--- config.mk ---
export PLATFORM = sky130hd
export DESIGN_NAME = rbk_conv_seq
export DESIGN_NICKNAME = d
export VERILOG_FILES = /design/src/rtl/rbk_pkg.sv /design/src/rtl/rbk_edge_sync.sv /design/src/rtl/rbk_cycle_timer.sv /design/src/rtl/rbk_chan_decode.sv /design/src/rtl/rbk_conv_seq.sv
export SDC_FILE = /design/constraint.sdc
export NUM_CORES = 1
export LEC_CHECK = 0
export ABC_AREA = 1
export BUFFER_PORTS_ARGS = -buffer_cell sky130_fd_sc_hd__buf_2
export CORE_MARGIN = 2
export CORE_UTILIZATION = 55
export CTS_BUF_LIST = sky130_fd_sc_hd__clkbuf_8
export CTS_CLUSTER_SIZE = 28
export DETAILED_ROUTE_END_ITERATION = 7
export GPL_TIMING_DRIVEN = 0
export PLACE_DENSITY_LB_ADDON = 0.12
export SYNTH_ARGS = -nofsm -noshare
export SYNTH_HDL_FRONTEND = slang
export SYNTH_SLANG_ARGS = --single-unit
--- constraint.sdc ---
create_clock -name clk -period 3.7 [get_ports clk]
set_clock_uncertainty 0.05 [all_clocks]
set_input_delay 0.74 -clock clk [delete_from_list [all_inputs] [get_ports clk]]
set_output_delay 0.74 -clock clk [all_outputs]
set_load 0.02 [all_outputs]
--- src/rtl/rbk_pkg.sv ---
package rbk_pkg;

   typedef enum logic [1:0] {
      ST_IDLE   = 2'd0,
      ST_SETTLE = 2'd1,
      ST_SOC    = 2'd2,
      ST_WAIT   = 2'd3
   } rbk_state_e;

   localparam int unsigned CHAN_W = 3;
   localparam int unsigned SEL1_W = 2;
   localparam int unsigned SEL2_W = 3;

endpackage

--- src/rtl/rbk_edge_sync.sv ---
module rbk_edge_sync #(
   parameter int unsigned STAGES = 2,
   parameter bit          RISING = 1'b1
) (
   input  logic clk,
   input  logic rst_n,
   input  logic din,
   output logic evt
);

   if (STAGES < 2) begin : g_bad_stages
      $error("rbk_edge_sync: STAGES must be at least 2");
   end

   logic [STAGES-1:0] sh_q;
   logic              prev_q;

   always_ff @(posedge clk or negedge rst_n) begin
      if (!rst_n) begin
         sh_q   <= '0;
         prev_q <= 1'b0;
      end else begin
         sh_q   <= {sh_q[STAGES-2:0], din};
         prev_q <= sh_q[STAGES-1];
      end
   end

   if (RISING) begin : g_rise
      assign evt = sh_q[STAGES-1] & ~prev_q;
   end else begin : g_fall
      assign evt = ~sh_q[STAGES-1] & prev_q;
   end


   single_evt_chk: assert property (@(posedge clk) disable iff (!rst_n)
      evt |=> !evt)
      else $error("edge event lasted more than one cycle");

endmodule

--- src/rtl/rbk_cycle_timer.sv ---
module rbk_cycle_timer #(
   parameter int unsigned CNT_W = 5
) (
   input  logic             clk,
   input  logic             rst_n,
   input  logic             clr,
   input  logic             load,
   input  logic [CNT_W-1:0] load_val,
   output logic             done
);

   if (CNT_W < 1) begin : g_bad_w
      $error("rbk_cycle_timer: CNT_W must be positive");
   end

   logic [CNT_W-1:0] cnt_q;

   always_ff @(posedge clk or negedge rst_n) begin
      if (!rst_n) begin
         cnt_q <= '0;
      end else if (clr) begin
         cnt_q <= '0;
      end else if (load) begin
         cnt_q <= load_val;
      end else if (cnt_q != '0) begin
         cnt_q <= cnt_q - 1'b1;
      end
   end

   assign done = (cnt_q == '0);


   load_val_chk: assert property (@(posedge clk) disable iff (!rst_n)
      (load && !clr) |=> (cnt_q == $past(load_val)))
      else $error("timer did not take its load value");


   count_step_chk: assert property (@(posedge clk) disable iff (!rst_n)
      (!load && !clr && cnt_q != '0) |=> (cnt_q == $past(cnt_q) - 1'b1))
      else $error("timer skipped a step");

endmodule

--- src/rtl/rbk_chan_decode.sv ---
module rbk_chan_decode
   import rbk_pkg::*;
#(
   parameter int unsigned FIRST_LVL_PORT = 4
) (
   input  logic [CHAN_W-1:0] chan,
   output logic [SEL1_W-1:0] sel1,
   output logic [SEL2_W-1:0] sel2
);

   if (FIRST_LVL_PORT < 4 || FIRST_LVL_PORT > 7) begin : g_bad_port
      $error("rbk_chan_decode: FIRST_LVL_PORT must lie in 4..7");
   end

   always_comb begin
      if (chan[2]) begin
         sel1 = chan[1:0];
         sel2 = SEL2_W'(FIRST_LVL_PORT);
      end else begin
         sel1 = '0;
         sel2 = {1'b0, chan[1:0]};
      end
   end


   always_comb begin
      sel_range_chk: assert (chan[2] || sel2 < 3'd4)
         else $error("direct channel decoded onto first-level port");
   end

endmodule

--- src/rtl/rbk_conv_seq.sv ---
module rbk_conv_seq
   import rbk_pkg::*;
#(
   parameter int unsigned DATA_W         = 14,
   parameter int unsigned SETTLE_CYC     = 20,
   parameter int unsigned SOC_CYC        = 2,
   parameter int unsigned SYNC_STAGES    = 2,
   parameter bit          EOC_RISING     = 1'b1,
   parameter int unsigned FIRST_LVL_PORT = 4
) (
   input  logic              clk,
   input  logic              rst_n,
   input  logic              soft_rst,
   input  logic              start_stb,
   input  logic [2:0]        start_chan,
   input  logic              adc_eoc,
   input  logic [DATA_W-1:0] adc_data,
   output logic [1:0]        mux1_sel,
   output logic [2:0]        mux2_sel,
   output logic              adc_soc_n,
   output logic              busy,
   output logic [DATA_W-1:0] rbk_data
);

   localparam int unsigned MAX_CYC = (SETTLE_CYC > SOC_CYC) ? SETTLE_CYC : SOC_CYC;
   localparam int unsigned CNT_W   = $clog2(MAX_CYC + 1);

   if (SETTLE_CYC < 1) begin : g_bad_settle
      $error("rbk_conv_seq: SETTLE_CYC must be at least 1");
   end
   if (SOC_CYC < 1) begin : g_bad_soc
      $error("rbk_conv_seq: SOC_CYC must be at least 1");
   end
   if (DATA_W < 1) begin : g_bad_data
      $error("rbk_conv_seq: DATA_W must be positive");
   end

   rbk_state_e         state_q, state_nxt;
   logic               eoc_evt;
   logic               tmr_load;
   logic [CNT_W-1:0]   tmr_val;
   logic               tmr_done;
   logic [SEL1_W-1:0]  dec_sel1;
   logic [SEL2_W-1:0]  dec_sel2;
   logic               accept;
   logic               capture;

   rbk_edge_sync #(
      .STAGES (SYNC_STAGES),
      .RISING (EOC_RISING)
   ) u_eoc_sync (
      .clk   (clk),
      .rst_n (rst_n),
      .din   (adc_eoc),
      .evt   (eoc_evt)
   );

   rbk_cycle_timer #(
      .CNT_W (CNT_W)
   ) u_timer (
      .clk      (clk),
      .rst_n    (rst_n),
      .clr      (soft_rst),
      .load     (tmr_load),
      .load_val (tmr_val),
      .done     (tmr_done)
   );

   rbk_chan_decode #(
      .FIRST_LVL_PORT (FIRST_LVL_PORT)
   ) u_decode (
      .chan (start_chan),
      .sel1 (dec_sel1),
      .sel2 (dec_sel2)
   );

   assign accept  = (state_q == ST_IDLE) && start_stb && !soft_rst;
   assign capture = (state_q == ST_WAIT) && eoc_evt && !soft_rst;

   always_comb begin
      state_nxt = state_q;
      tmr_load  = 1'b0;
      tmr_val   = '0;
      unique case (state_q)
         ST_IDLE: begin
            if (start_stb) begin
               state_nxt = ST_SETTLE;
               tmr_load  = 1'b1;
               tmr_val   = CNT_W'(SETTLE_CYC - 1);
            end
         end
         ST_SETTLE: begin
            if (tmr_done) begin
               state_nxt = ST_SOC;
               tmr_load  = 1'b1;
               tmr_val   = CNT_W'(SOC_CYC - 1);
            end
         end
         ST_SOC: begin
            if (tmr_done) begin
               state_nxt = ST_WAIT;
            end
         end
         ST_WAIT: begin
            if (eoc_evt) begin
               state_nxt = ST_IDLE;
            end
         end
         default: state_nxt = ST_IDLE;
      endcase
      if (soft_rst) begin
         state_nxt = ST_IDLE;
         tmr_load  = 1'b0;
      end
   end

   always_ff @(posedge clk or negedge rst_n) begin
      if (!rst_n) begin
         state_q   <= ST_IDLE;
         busy      <= 1'b0;
         adc_soc_n <= 1'b1;
      end else begin
         state_q   <= state_nxt;
         busy      <= (state_nxt != ST_IDLE);
         adc_soc_n <= (state_nxt != ST_SOC);
      end
   end

   always_ff @(posedge clk or negedge rst_n) begin
      if (!rst_n) begin
         mux1_sel <= '0;
         mux2_sel <= '0;
      end else if (soft_rst) begin
         mux1_sel <= '0;
         mux2_sel <= '0;
      end else if (accept) begin
         mux1_sel <= dec_sel1;
         mux2_sel <= dec_sel2;
      end
   end

   always_ff @(posedge clk or negedge rst_n) begin
      if (!rst_n) begin
         rbk_data <= '0;
      end else if (capture) begin
         rbk_data <= adc_data;
      end
   end


   start_busy_chk: assert property (@(posedge clk) disable iff (!rst_n)
      (start_stb && !busy && !soft_rst) |=> busy)
      else $error("accepted start did not raise busy");


   sel_hold_chk: assert property (@(posedge clk) disable iff (!rst_n)
      ($past(busy) && busy) |-> ($stable(mux1_sel) && $stable(mux2_sel)))
      else $error("selects moved during a conversion");


   soc_in_busy_chk: assert property (@(posedge clk) disable iff (!rst_n)
      !adc_soc_n |-> busy)
      else $error("start-of-conversion low while idle");


   result_on_done_chk: assert property (@(posedge clk) disable iff (!rst_n)
      !$stable(rbk_data) |-> $fell(busy))
      else $error("result changed without ending a conversion");


   soft_reset_chk: assert property (@(posedge clk) disable iff (!rst_n)
      soft_rst |=> (!busy && adc_soc_n && mux1_sel == '0 && mux2_sel == '0))
      else $error("soft reset did not return to idle");

endmodule

* Word level (Yosys, flattened, before mapping)
Index checks and enable logic that the tools add are counted.
** Storage, ports and cells
- Bits in registers :: 31
- Latch bits :: 0
- Bits in writable memories :: 0
- Memory bits (read-only) :: 0
- Input bits :: 22
- Output and inout port bits :: 21
- Memories kept :: 0
** Cells by class
- Add/sub/neg operators :: 1
- Multipliers :: 0
- Divide/modulo/power cells :: 0
- Order comparisons :: 0
- Equal/unequal tests :: 4
- Shifts and indexed selects :: 0
- Mux-type cells :: 22
- Bitwise logic cells :: 2
- Reduce and logical (&&, ||, !) cells :: 11
** Operators by type and width (number)
- 5-bit two-way mux :: 4
- 2-bit two-way mux :: 8
- 5-bit case mux with 2 select lines :: 1
- 3-bit two-way mux :: 3
- 2-bit case mux with 4 select lines :: 1
- 5-bit logical NOT :: 1
- 5-bit nonzero test :: 1
- 5-bit by 1-bit subtractor with 5-bit output (second input constant) :: 1
- 2-bit == test (second input constant) :: 2
- 1-bit logical AND :: 4
- 1-bit two-way mux :: 4
- 2-bit nonzero test :: 2
- 3-bit nonzero test :: 1
- 2-bit by 1-bit == test with 1-bit output (second input constant) :: 1
- 2-bit logical NOT :: 1
- 2-bit inequality test (second input constant) :: 1
- 1-bit case mux with 2 select lines :: 1
- 1-bit bitwise AND :: 1
- 1-bit logical NOT :: 1
- 1-bit NOT :: 1

* Logic depth before layout (Yosys ltp)
Gate-level depths: netlist of the first run.
- Depth in word-level cells :: 6
- Depth in mapped cells :: 7
- Gate-level depth less buffers :: 7

* Cells and area by module
A second synthesis of the first run with hierarchy kept.
** Unflattened totals
- Cell total of the unflattened synthesis :: 174
- Area total of the unflattened synthesis :: 1441.4 um^2
** By module, submodules not included
- rbk_conv_seq :: times used 1, cells each 114, area an instance 991.0 um^2
- rbk_cycle_timer :: times used 1, cells each 46, area an instance 327.8 um^2
- rbk_edge_sync :: times used 1, cells each 5, area an instance 85.1 um^2
- rbk_chan_decode :: times used 1, cells each 9, area an instance 37.5 um^2

* Worst setup path after synthesis of the first run
No wires, ideal clock.
- Kind :: reg2out
- Start :: register adc_soc_n
- End :: output adc_soc_n
- Data arrival time :: 0.554 ns
- Data required time :: 2.910 ns
- Slack :: 2.356 ns
- Stages on the path, launching flop included :: 1
- Cell sequence :: dfstp_2
** RTL lines
- start, declared :: RTL line rbk_conv_seq.sv:20 : output logic adc_soc_n,
- start signal, assigned :: RTL line rbk_conv_seq.sv:125 : adc_soc_n <= (state_nxt != ST_SOC);
No word-level cell between the ends.

* Worst setup path after layout of the first run
- Start :: register adc_soc_n
- End :: output adc_soc_n
No word-level cell between the ends.

==> results.sh, run 1 <==
export IMPL_synth_flop_cell="dfrtp_1"
export IMPL_combPwrFrac_pct=31.8
export IMPL_final_instance_count_excl_fill=230
export IMPL_layout_common_cells="nand2_1 (52), buf_2 (43), dfrtp_1 (30)"
export IMPL_yosys_warnings=0
export IMPL_cp_depth=1
export IMPL_critPathTopFamily="flip-flops"
export IMPL_worst_path_buf_inv=1
export IMPL_r2r_cells=7
export IMPL_n_fill_cell=193
export IMPL_via_per_inst=5.05
export IMPL_avgSynthCellArea_sq_um=8.86
export IMPL_finalInstanceArea_sq_um=1690
export IMPL_p_leak_nw=1.02
export IMPL_finalWirelength_mm=2.64
export IMPL_die_h_um=53.7
export IMPL_synth_nets=176
export IMPL_synth_cell_type_count=21
export IMPL_clk_latency_ns=0.27
export IMPL_clock_tree_root_cell="clkbuf_8"
export IMPL_cts_tree="built"
export IMPL_rsz0062_at_grt="no"
export IMPL_drc_errors=0
export IMPL_path_cells="buf_2"
export IMPL_p_switching_mw=0.372
export IMPL_postSynthCellCount=153
export IMPL_final_min_clock_period_ns=1.72
export IMPL_dieArea_sq_um=2880
export IMPL_power_density_nw_per_um2=614
export IMPL_layout_nets=225
export IMPL_status="finished, final reports clean"
export IMPL_critPathSlowestCell="dfstp_2"
export IMPL_diodes=0
export IMPL_die_x_um=53.7
export IMPL_whs_ns=0.321
export IMPL_arrival_ns=0.93
export IMPL_drt_iter0_markers=10
export IMPL_grt_pass1_vias=1001
export IMPL_core_area_sq_um=2280
export IMPL_num_rows=17
export IMPL_grt_overflow=0
export IMPL_cts_hold_buf=0
export IMPL_finish_utilization_pct=74.2
export IMPL_synth_edf_count=0
export IMPL_crit_type="flop to output pin"
export IMPL_cts_resized=0
export IMPL_r2r_start="u_timer.cnt_q[0]"
export IMPL_path_max_fanout=1
export IMPL_antenna_found_initial=0
export IMPL_ant_nets=0
export IMPL_worst_pin_slew_ns=0.654
export IMPL_cp_start_kind="flop"
export IMPL_critPathCaptureType="output pin"
export IMPL_grt_pass1_wl_mm=4.29
export IMPL_clkPwrFrac_pct=25.1
export IMPL_setup_slack_ns=1.98
export IMPL_cts_buffers=5
export IMPL_final_common_cell="nand2_1"
export IMPL_p_total_mw=1.04
export IMPL_area_delta_synth_final_pct=24.5
export IMPL_slew_headroom_pct=56.4
export IMPL_slew_viol_final=0
export IMPL_cp_slowest_stage_delay_ns=0.51
export IMPL_p_seq_share_pct=43.1
export IMPL_grt_total_usage_pct=21.6
export IMPL_post_cts_buffers=0
export IMPL_drv_cap=0
export IMPL_finalSetupViolations=0
export IMPL_cts_clk_slew_worst_paths_ns=0.06
export IMPL_clock_fmax_mhz=581
export IMPL_ctsHtreeMaxLevel=2
export IMPL_synth_seq_cells=31
export IMPL_placed_area_sq_um=1600
export IMPL_drive_gt1_share_pct=31.7
export IMPL_crit_path_start="adc_soc_n"
export IMPL_dp_hpwl_mm=2.02
export IMPL_hp_class="flop to flop"
export IMPL_clockBufferDepth=2
export IMPL_ys_seq_area_share_pct=57.3
export IMPL_postSynth_asyncResetShare_pct=100
export IMPL_rr_endpoint="busy"
export IMPL_cts_sinks=31
export IMPL_rrSetupSlack_ns=2.14
export IMPL_grt_max_degree=32
export IMPL_wl_per_cell_um=11.5
export IMPL_crit_required_ns=2.91
export IMPL_pre_cts_slack_ns=2.12
export IMPL_netlist_area_sq_um=1360
export IMPL_first_pass_iters=4
export IMPL_setup_tns_ns=0
export IMPL_dr_total_vias=1161
export IMPL_initial_core_util_pct=59.6
export IMPL_fin_crit_sh_pct=46.5
export IMPL_crit_end="adc_soc_n"
export IMPL_internal_power_mw=0.665
export IMPL_dpl_cell_count=223
export IMPL_final_hold_violation_count=0
export IMPL_routabilityCongestion=0.817
export IMPL_p_sw_share_pct=35.9
export IMPL_io_pins=43
export IMPL_port_buffers=42
export IMPL_vdd_drop_max_v=0.000410
==> cell families (layout without fill, tap and decap cells) <==
| group | after synthesis | in the layout | share of synthesized area [%] |
|---|---|---|---|
| and+or+nand+nor | 95 | 95 | 32.4 |
| buffers and inverters | 18 | 67 | 6.18 |
| AOI/OAI and AO/OA | 8 | 8 | 3.23 |
| adders and majority gates | 1 | 1 | 0.922 |
| DFF | 31 | 31 | 57.3 |
==> layer usage <==
metal / track usage, % / vias up / wire length, um
met3: 7.22 / 6 / 147
met2: 35.2 / 32 / 1320
met1: 25.6 / 539 / 1120
li1: - / 584 / -
met4: 10.3 / 0 / 54
met5: 0 / - / 0
==> synthesized netlist by cell type (all sizes together) (3+ instances only) <==
master,n,share of area (%)
nor2,14,6.2
o21ai,4,1.5
inv,15,4.2
buf,3,2.0
dfrtp,30,55
nand2,56,17
a21oi,3,1.1
nand4,3,1.4
nand3,20,7.4
==> worst min path at each step <==
stage                       start            endpoint  slack [ns]  cells after the start
6_report       u_eoc_sync.sh_q[0]  u_eoc_sync.sh_q[1]        0.32                      0
5_1_grt        u_eoc_sync.sh_q[0]  u_eoc_sync.sh_q[1]        0.33                      0
4_1_cts        u_eoc_sync.sh_q[0]  u_eoc_sync.sh_q[1]        0.33                      0
3_5_place_dp   u_eoc_sync.sh_q[0]  u_eoc_sync.sh_q[1]        0.31                      0
3_3_place_gp   u_eoc_sync.sh_q[0]  u_eoc_sync.sh_q[1]        0.29                      0
2_1_floorplan  u_eoc_sync.sh_q[0]  u_eoc_sync.sh_q[1]        0.28                      0
==> power by group through the flow <==
stage	Combinational [mW]	Clock, mW	Sequential (mW)
global placement	0.316	0	0.449
CTS	0.332	0.265	0.448
global route	0.373	0.278	0.455
finish	0.330	0.260	0.446
detailed placement	0.332	0	0.452
floorplan	0.186	0	0.494
==> state kept, by name (all words and copies together), names as in the netlist <==
signal and flops:
rbk_data 14, u_timer.cnt_q 5, mux2_sel 3, mux1_sel 2
state_q 2, u_eoc_sync.sh_q 2, adc_soc_n 1, busy 1
u_eoc_sync.prev_q 1
==> worst register-to-register path: stages (launching register included) <==
cell,delay [ns]
dfrtp_1,0.40
inv_1,0.09
ha_1,0.26
nand3_1,0.24
nand2_1,0.14
nand3_1,0.08
nand2_1,0.12
nand2_1,0.06
==> layout make-up <==
cell class	count	area, sq um	area share [%]
Sequential cell	31	777	46.0
Multi-Input combinational cell	104	495	29.3
Timing Repair Buffer	42	210	12.4
Clock buffer	6	82.6	4.89
Inverter	15	56.3	3.33
Tap cell	28	35.0	2.07
Buffer	3	27.5	1.63
Clock inverter	1	5.00	0.296
Note: power is estimated with default switching activity, not from simulation.
==> inputs of run 2 (changes only) <==
--- a/config.mk
+++ b/config.mk
@@ -8,7 +8,7 @@
 export ABC_AREA = 1
 export BUFFER_PORTS_ARGS = -buffer_cell sky130_fd_sc_hd__buf_2
 export CORE_MARGIN = 2
-export CORE_UTILIZATION = 55
+export CORE_UTILIZATION = 52
 export CTS_BUF_LIST = sky130_fd_sc_hd__clkbuf_8
 export CTS_CLUSTER_SIZE = 28
 export DETAILED_ROUTE_END_ITERATION = 7
==> constraint.sdc (replaced) <==
create_clock -name clk -period 1.75 [get_ports clk]
set_clock_uncertainty 0.05 [all_clocks]
set_input_delay 0.35 -clock clk [delete_from_list [all_inputs] [get_ports clk]]
set_output_delay 0.35 -clock clk [all_outputs]
set_load 0.02 [all_outputs]
==> run 2 against run 1 <==
Effect of this change: worst hold slack got worse by 0.27 ns; sequential share of layout area increased by 0.10 points; sequential power increased by 110%; register-to-register slack got worse by 1.9 ns; largest cell class unchanged; core utilization decreased by 6.2 points.
==> results.sh, run 2 (same netlist as run 1, synthesis figures left out) <==
export IMPL_cp_start_kind="flop"
export IMPL_n_fill_cell=211
export IMPL_fin_crit_sh_pct=86.7
export IMPL_final_min_clock_period_ns=1.52
export IMPL_final_common_cell="nand2_1"
export IMPL_finalWirelength_mm=2.75
export IMPL_drive_gt1_share_pct=31.0
export IMPL_dp_hpwl_mm=2.04
export IMPL_crit_type="flop to flop"
export IMPL_num_rows=18
export IMPL_crit_required_ns=1.86
export IMPL_slew_viol_final=0
export IMPL_routed_wl_met3_um=163
export IMPL_finalSetupViolations=0
export IMPL_setup_slack_ns=0.233
export IMPL_pre_cts_slack_ns=0.279
export IMPL_wl_met2_mm=1.40
export IMPL_cts_tree="built"
export IMPL_wl_met1_mm=1.17
export IMPL_layout_common_cells="nand2_1 (52), buf_2 (43), dfrtp_1 (30)"
export IMPL_cts_resized=0
export IMPL_cts_hold_buf=0
export IMPL_clockBufferDepth=2
export IMPL_drt_iter0_markers=23
export IMPL_port_buffers=42
export IMPL_hp_class="input pin to async pin"
export IMPL_initial_core_util_pct=54.7
export IMPL_wl_per_cell_um=11.8
export IMPL_arrival_ns=1.63
export IMPL_rsz0062_at_grt="no"
export IMPL_regMostFlops="rbk_data"
export IMPL_io_pins=43
export IMPL_multiInputGateArea_sq_um=495
export IMPL_clock_fmax_mhz=659
export IMPL_grt_max_degree=32
export IMPL_post_cts_buffers=0
export IMPL_grt_pass1_vias=1083
export IMPL_power_density_nw_per_um2=1280
export IMPL_die_h_um=55.1
export IMPL_area_delta_synth_final_pct=24.3
export IMPL_final_hold_violation_count=0
export IMPL_p_leak_nw=1.02
export IMPL_slew_headroom_pct=56.2
export IMPL_layout_nets=225
export IMPL_clock_tree_root_cell="clkbuf_8"
export IMPL_vdd_drop_max_v=0.00102
export IMPL_die_x_um=55.1
export IMPL_maxUsedRoutingLayer="met4"
export IMPL_critPathCaptureType="flop"
export IMPL_grt_total_usage_pct=20.5
export IMPL_diodes=0
export IMPL_worst_pin_slew_ns=0.656
export IMPL_largest_register_ffs=14
export IMPL_antenna_found_initial=0
export IMPL_grt_pass1_wl_mm=4.40
export IMPL_seq_area_sq_um=777
export IMPL_clk_latency_ns=0.27
export IMPL_core_area_sq_um=2480
export IMPL_grt_overflow=0
export IMPL_dr_total_vias=1132
export IMPL_drv_cap=0
export IMPL_finalInstanceArea_sq_um=1690
export IMPL_cts_clk_slew_worst_paths_ns=0.06
export IMPL_cts_buffers=5
export IMPL_dieArea_sq_um=3030
export IMPL_dpl_cell_count=225
export IMPL_top_regs="rbk_data x14, u_timer.cnt_q x5, mux2_sel x3"
export IMPL_placed_area_sq_um=1600
export IMPL_ant_nets=0
export IMPL_routabilityCongestion=0.789
export IMPL_path_max_fanout=6
export IMPL_drc_errors=0
export IMPL_setup_tns_ns=0
export IMPL_cts_sinks=31
export IMPL_status="finished, final reports clean"
export IMPL_final_instance_count_excl_fill=233
export IMPL_via_per_inst=4.86
export IMPL_first_pass_iters=4
export IMPL_ctsHtreeMaxLevel=2
run 2: per-stage QoR:
stage | hold WS [ns] | util, % | total power, mW
floorplan | 0.00441 | - | 1.44
global placement | 0.297 | 64.7 | 1.62
detailed placement | 0.311 | 64.7 | 1.65
CTS | 0.0841 | 68.0 | 2.17
global route | 0.115 | 68.0 | 2.31
finish | 0.0471 | 68.0 | 2.16
run 2: power by group:
part	switching, mW	leakage (nW)	internal [mW]
logic	0.454	0.559	0.242
clock network	0.248	0.0505	0.267
registers	0.0936	0.412	0.855
run 2: final cells by class:
type	instances	share of cell area, %
sequential	31	46.1
multi-input combinational	104	29.4
timing repair buffer	42	12.5
clock buffer	5	4.08
inverter	15	3.34
tap	30	2.23
buffer	3	1.63
clock inverter	3	0.742
run 2: worst paths after layout:
kind / cells past startpoint / slack, ns / start / to
worst min-delay path: 1 / 0.05 / rst_n / u_timer.cnt_q[1]
worst max-delay path: 7 / 0.23 / u_timer.cnt_q[0] / busy
worst max register to register: 7 / 0.23 / u_timer.cnt_q[0] / busy
min in group clk: 1 / 0.13 / adc_eoc / u_eoc_sync.sh_q[0]
worst min register to register: 0 / 0.32 / u_eoc_sync.sh_q[0] / u_eoc_sync.sh_q[1]
max in group asynchronous: 1 / 1.17 / rst_n / mux2_sel[0]
run 2: worst max-delay path: stages (launching register included):
cell	delay, ns
dfrtp_1	0.41
inv_1	0.08
ha_1	0.25
nand3_1	0.24
nand2_1	0.14
nand3_1	0.07
nand2_1	0.10
nand2_1	0.06
run 2: layer usage:
layer | track usage, % | vias to the layer above
met1 | 26.2 | 511
li1 | - | 581
met2 | 32.7 | 35
met4 | 8.13 | 0
met3 | 5.91 | 5
met5 | 0 | -
==> inputs of run 3 (changes only) <==
--- a/config.mk
+++ b/config.mk
@@ -5,9 +5,8 @@
 export SDC_FILE = /design/constraint.sdc
 export NUM_CORES = 1
 export LEC_CHECK = 0
-export ABC_AREA = 1
+export ABC_AREA = 0
 export BUFFER_PORTS_ARGS = -buffer_cell sky130_fd_sc_hd__buf_2
-export CORE_MARGIN = 2
 export CORE_UTILIZATION = 52
 export CTS_BUF_LIST = sky130_fd_sc_hd__clkbuf_8
 export CTS_CLUSTER_SIZE = 28
==> run 3 against run 2 <==
Effect of this change: clock power up 8.0%; die area down 8.4%; worst hold slack better by 0.0034 ns; worst setup slack worse by 0.15 ns; cell count down 20%; sequential power up 3.5%; synthesized cell count down 30%; cell area up 1.4%; routed wire length down 9.0%; count of clock-buffer cells in the layout up 1; critical endpoint is now u_timer.cnt_q[0].
==> results.sh, run 3 <==
export IMPL_largest_register_ffs=14
export IMPL_finalInstanceArea_sq_um=1710
export IMPL_synth_cell_type_count=32
export IMPL_cp_start_kind="flop"
export IMPL_layout_nets=180
export IMPL_antenna_found_initial=0
export IMPL_worst_pin_slew_ns=0.664
export IMPL_yosysMostFrequentCell="dfrtp_1"
export IMPL_drc_errors=0
export IMPL_power_density_nw_per_um2=1430
export IMPL_crit_required_ns=1.89
export IMPL_ant_nets=0
export IMPL_netlist_area_sq_um=1340
export IMPL_slew_viol_final=0
export IMPL_slew_headroom_pct=55.7
export IMPL_num_rows=18
export IMPL_final_common_cell="buf_2"
export IMPL_netlist_top_cells_count="dfrtp_1 (30), mux2_2 (14), a21oi_1 (10), nand2_1 (10)"
export IMPL_clockBufferDepth=2
export IMPL_postSynth_asyncResetShare_pct=100
export IMPL_regMostFlops="rbk_data"
export IMPL_clock_tree_root_cell="clkbuf_8"
export IMPL_whs_ns=0.0505
export IMPL_cp_slowest_stage_delay_ns=0.51
export IMPL_synth_top_area_share_pct=56.1
export IMPL_rrSetupSlack_ns=0.08
export IMPL_via_per_inst=5.28
export IMPL_grt_overflow=0
export IMPL_rsz0062_at_grt="no"
export IMPL_area_delta_synth_final_pct=27.8
export IMPL_cts_clk_slew_worst_paths_ns=0.07
export IMPL_clock_fmax_mhz=600
export IMPL_drv_cap=0
export IMPL_cts_sinks=31
export IMPL_avgSynthCellArea_sq_um=12.5
export IMPL_n_fill_cell=191
export IMPL_dp_hpwl_mm=1.74
export IMPL_die_x_um=52.7
export IMPL_die_h_um=52.7
export IMPL_synth_area_leaders="dfrtp_1 (56%), mux2_2 (12%), a21oi_1 (3.7%)"
export IMPL_ys_seq_area_share_pct=58.1
export IMPL_top_regs="rbk_data x14, u_timer.cnt_q x5, mux2_sel x3"
export IMPL_crit_type="flop to flop"
export IMPL_routabilityCongestion=0.796
export IMPL_drive_gt1_share_pct=49.0
export IMPL_clk_latency_ns=0.27
export IMPL_cts_tree="built"
export IMPL_layout_common_cells="buf_2 (42), dfrtp_1 (30), mux2_2 (14)"
export IMPL_path_cells="inv_1, ha_4, or4b_4, or2_1, a31oi_1"
export IMPL_cts_buffers=5
export IMPL_synth_seq_cells=31
export IMPL_io_pins=43
export IMPL_fin_crit_sh_pct=95.3
export IMPL_setup_slack_ns=0.0821
export IMPL_drt_iter0_markers=6
export IMPL_diodes=0
export IMPL_final_min_clock_period_ns=1.67
export IMPL_dr_total_vias=987
export IMPL_grt_total_usage_pct=19.7
export IMPL_core_area_sq_um=2450
export IMPL_pre_cts_slack_ns=-0.00787
export IMPL_hp_class="input pin to async pin"
export IMPL_vdd_drop_max_v=0.000954
export IMPL_rr_endpoint="u_timer.cnt_q[0]"
export IMPL_grt_pass1_wl_mm=3.88
export IMPL_grt_pass1_vias=879
export IMPL_r2r_cells=5
export IMPL_postSynthCellCount=107
export IMPL_initial_core_util_pct=54.5
export IMPL_critPathSlowestCell="or4b_4"
export IMPL_port_buffers=42
export IMPL_critPathCaptureType="flop"
export IMPL_grt_max_degree=32
export IMPL_first_pass_iters=4
export IMPL_p_leak_nw=0.871
export IMPL_synth_flop_cell="dfrtp_1"
export IMPL_status="finished, final reports clean"
export IMPL_yosys_warnings=0
export IMPL_wl_per_cell_um=13.4
export IMPL_synth_top_area_cell="dfrtp_1"
export IMPL_placed_area_sq_um=1590
export IMPL_synth_nets=130
export IMPL_arrival_ns=1.80
export IMPL_r2r_start="u_timer.cnt_q[1]"
export IMPL_finalSetupViolations=0
export IMPL_path_max_fanout=6
export IMPL_synth_edf_count=0
export IMPL_finalWirelength_mm=2.51
export IMPL_ctsHtreeMaxLevel=2
export IMPL_final_hold_violation_count=0
export IMPL_dieArea_sq_um=2780
-- run 3: changes by cell type in the layout (fill, tap and decap cells not counted), sizes merged, moves of 2 or more --
| cell | delta |
|---|---|
| nand3b | +4 |
| nor2 | -12 |
| a31oi | +2 |
| inv | -13 |
| nand2 | -46 |
| a21oi | +7 |
| clkbuf | +3 |
| nand4 | -3 |
| o21ai | -3 |
| nand3 | -17 |
| mux2 | +14 |
| o21bai | +2 |
| nand2b | +2 |
| nor3b | +3 |
-- run 3: where the power goes --
part | internal (mW) | leakage [nW] | switching, mW
clock network | 0.308 | 0.0470 | 0.248
registers | 0.880 | 0.410 | 0.101
logic | 0.427 | 0.414 | 0.483
total | 1.61 | 0.871 | 0.832
-- run 3: layout make-up --
| class | instances | area (sq um) | area share (%) |
|---|---|---|---|
| well taps | 30 | 37.5 | 2.20 |
| clock buffers | 6 | 82.6 | 4.83 |
| clock inverters | 1 | 5.00 | 0.293 |
| repair buffers | 43 | 218 | 12.7 |
| plain buffers | 5 | 37.5 | 2.20 |
| inverters | 4 | 15.0 | 0.878 |
| multi-input cells | 67 | 537 | 31.4 |
| flip-flops and latches | 31 | 777 | 45.5 |
-- run 3: worst max path at each step --
| stage | start | end | slack (ns) | depth (start not counted) |
|---|---|---|---|---|
| floorplan | u_timer.cnt_q[0] | u_timer.cnt_q[0] | 0.13 | 5 |
| global placement | u_timer.cnt_q[0] | u_timer.cnt_q[2] | 0.02 | 5 |
| detailed placement | u_timer.cnt_q[0] | u_timer.cnt_q[2] | -0.008 | 5 |
| CTS | u_timer.cnt_q[0] | u_timer.cnt_q[0] | 0.02 | 5 |
| global route | u_timer.cnt_q[2] | u_timer.cnt_q[3] | 0.01 | 3 |
| finish | u_timer.cnt_q[1] | u_timer.cnt_q[0] | 0.08 | 5 |
-- run 3: through the flow --
stage          std cells  total power, mW  setup TNS (ns)  util, %
3_3_place_gp         179             1.81               0     64.6
4_1_cts              186             2.40               0     68.3
3_5_place_dp         179             1.83        -0.00787     64.6
6_report             187             2.45               0     69.6
2_1_floorplan        107             1.59               0        -
5_1_grt              187             2.61               0     69.6
-- run 3: per-layer routing --
metal  track usage [%]  wire length, um  vias up
met5                 0                0        -
met4              5.26               21        0
met3              6.09              113        4
met2              31.9             1270       31
met1              25.4             1100      478
li1                  -                -      474
-- run 3: kinds of logic (layout without fill, tap and decap cells) --
logic type | after synthesis | after routing | synth area share, %
simple gates | 32 | 32 | 15.4
flops | 31 | 31 | 58.1
mux | 14 | 14 | 11.8
compound gates | 19 | 19 | 9.17
fa+ha+maj | 1 | 1 | 0.935
xor+xnor | 1 | 1 | 0.655
buf+inv | 9 | 59 | 3.93
-- run 3: worst max-delay path, delay by kind of cell, from the launching register on --
kind	cells	cell delay [ns]
adder cells (fa/ha/maj)	1	0.16
buffers and inverters	1	0.09
AO/OA/AOI/OAI	1	0.13
flip-flops	1	0.39
AND/OR/NAND/NOR	2	0.76
-- run 3: timing repair --
| item | CTS | global route |
|---|---|---|
| pin swaps | 0 | 2 |
| hold buffers | 0 | 0 |
| setup buffers | 0 | 1 |
| endpoints found under the setup margin | 4 | 20 |
| gates cloned | 0 | 0 |
| resized for setup | 2 | 4 |
| hold endpoints to repair | 0 | 0 |
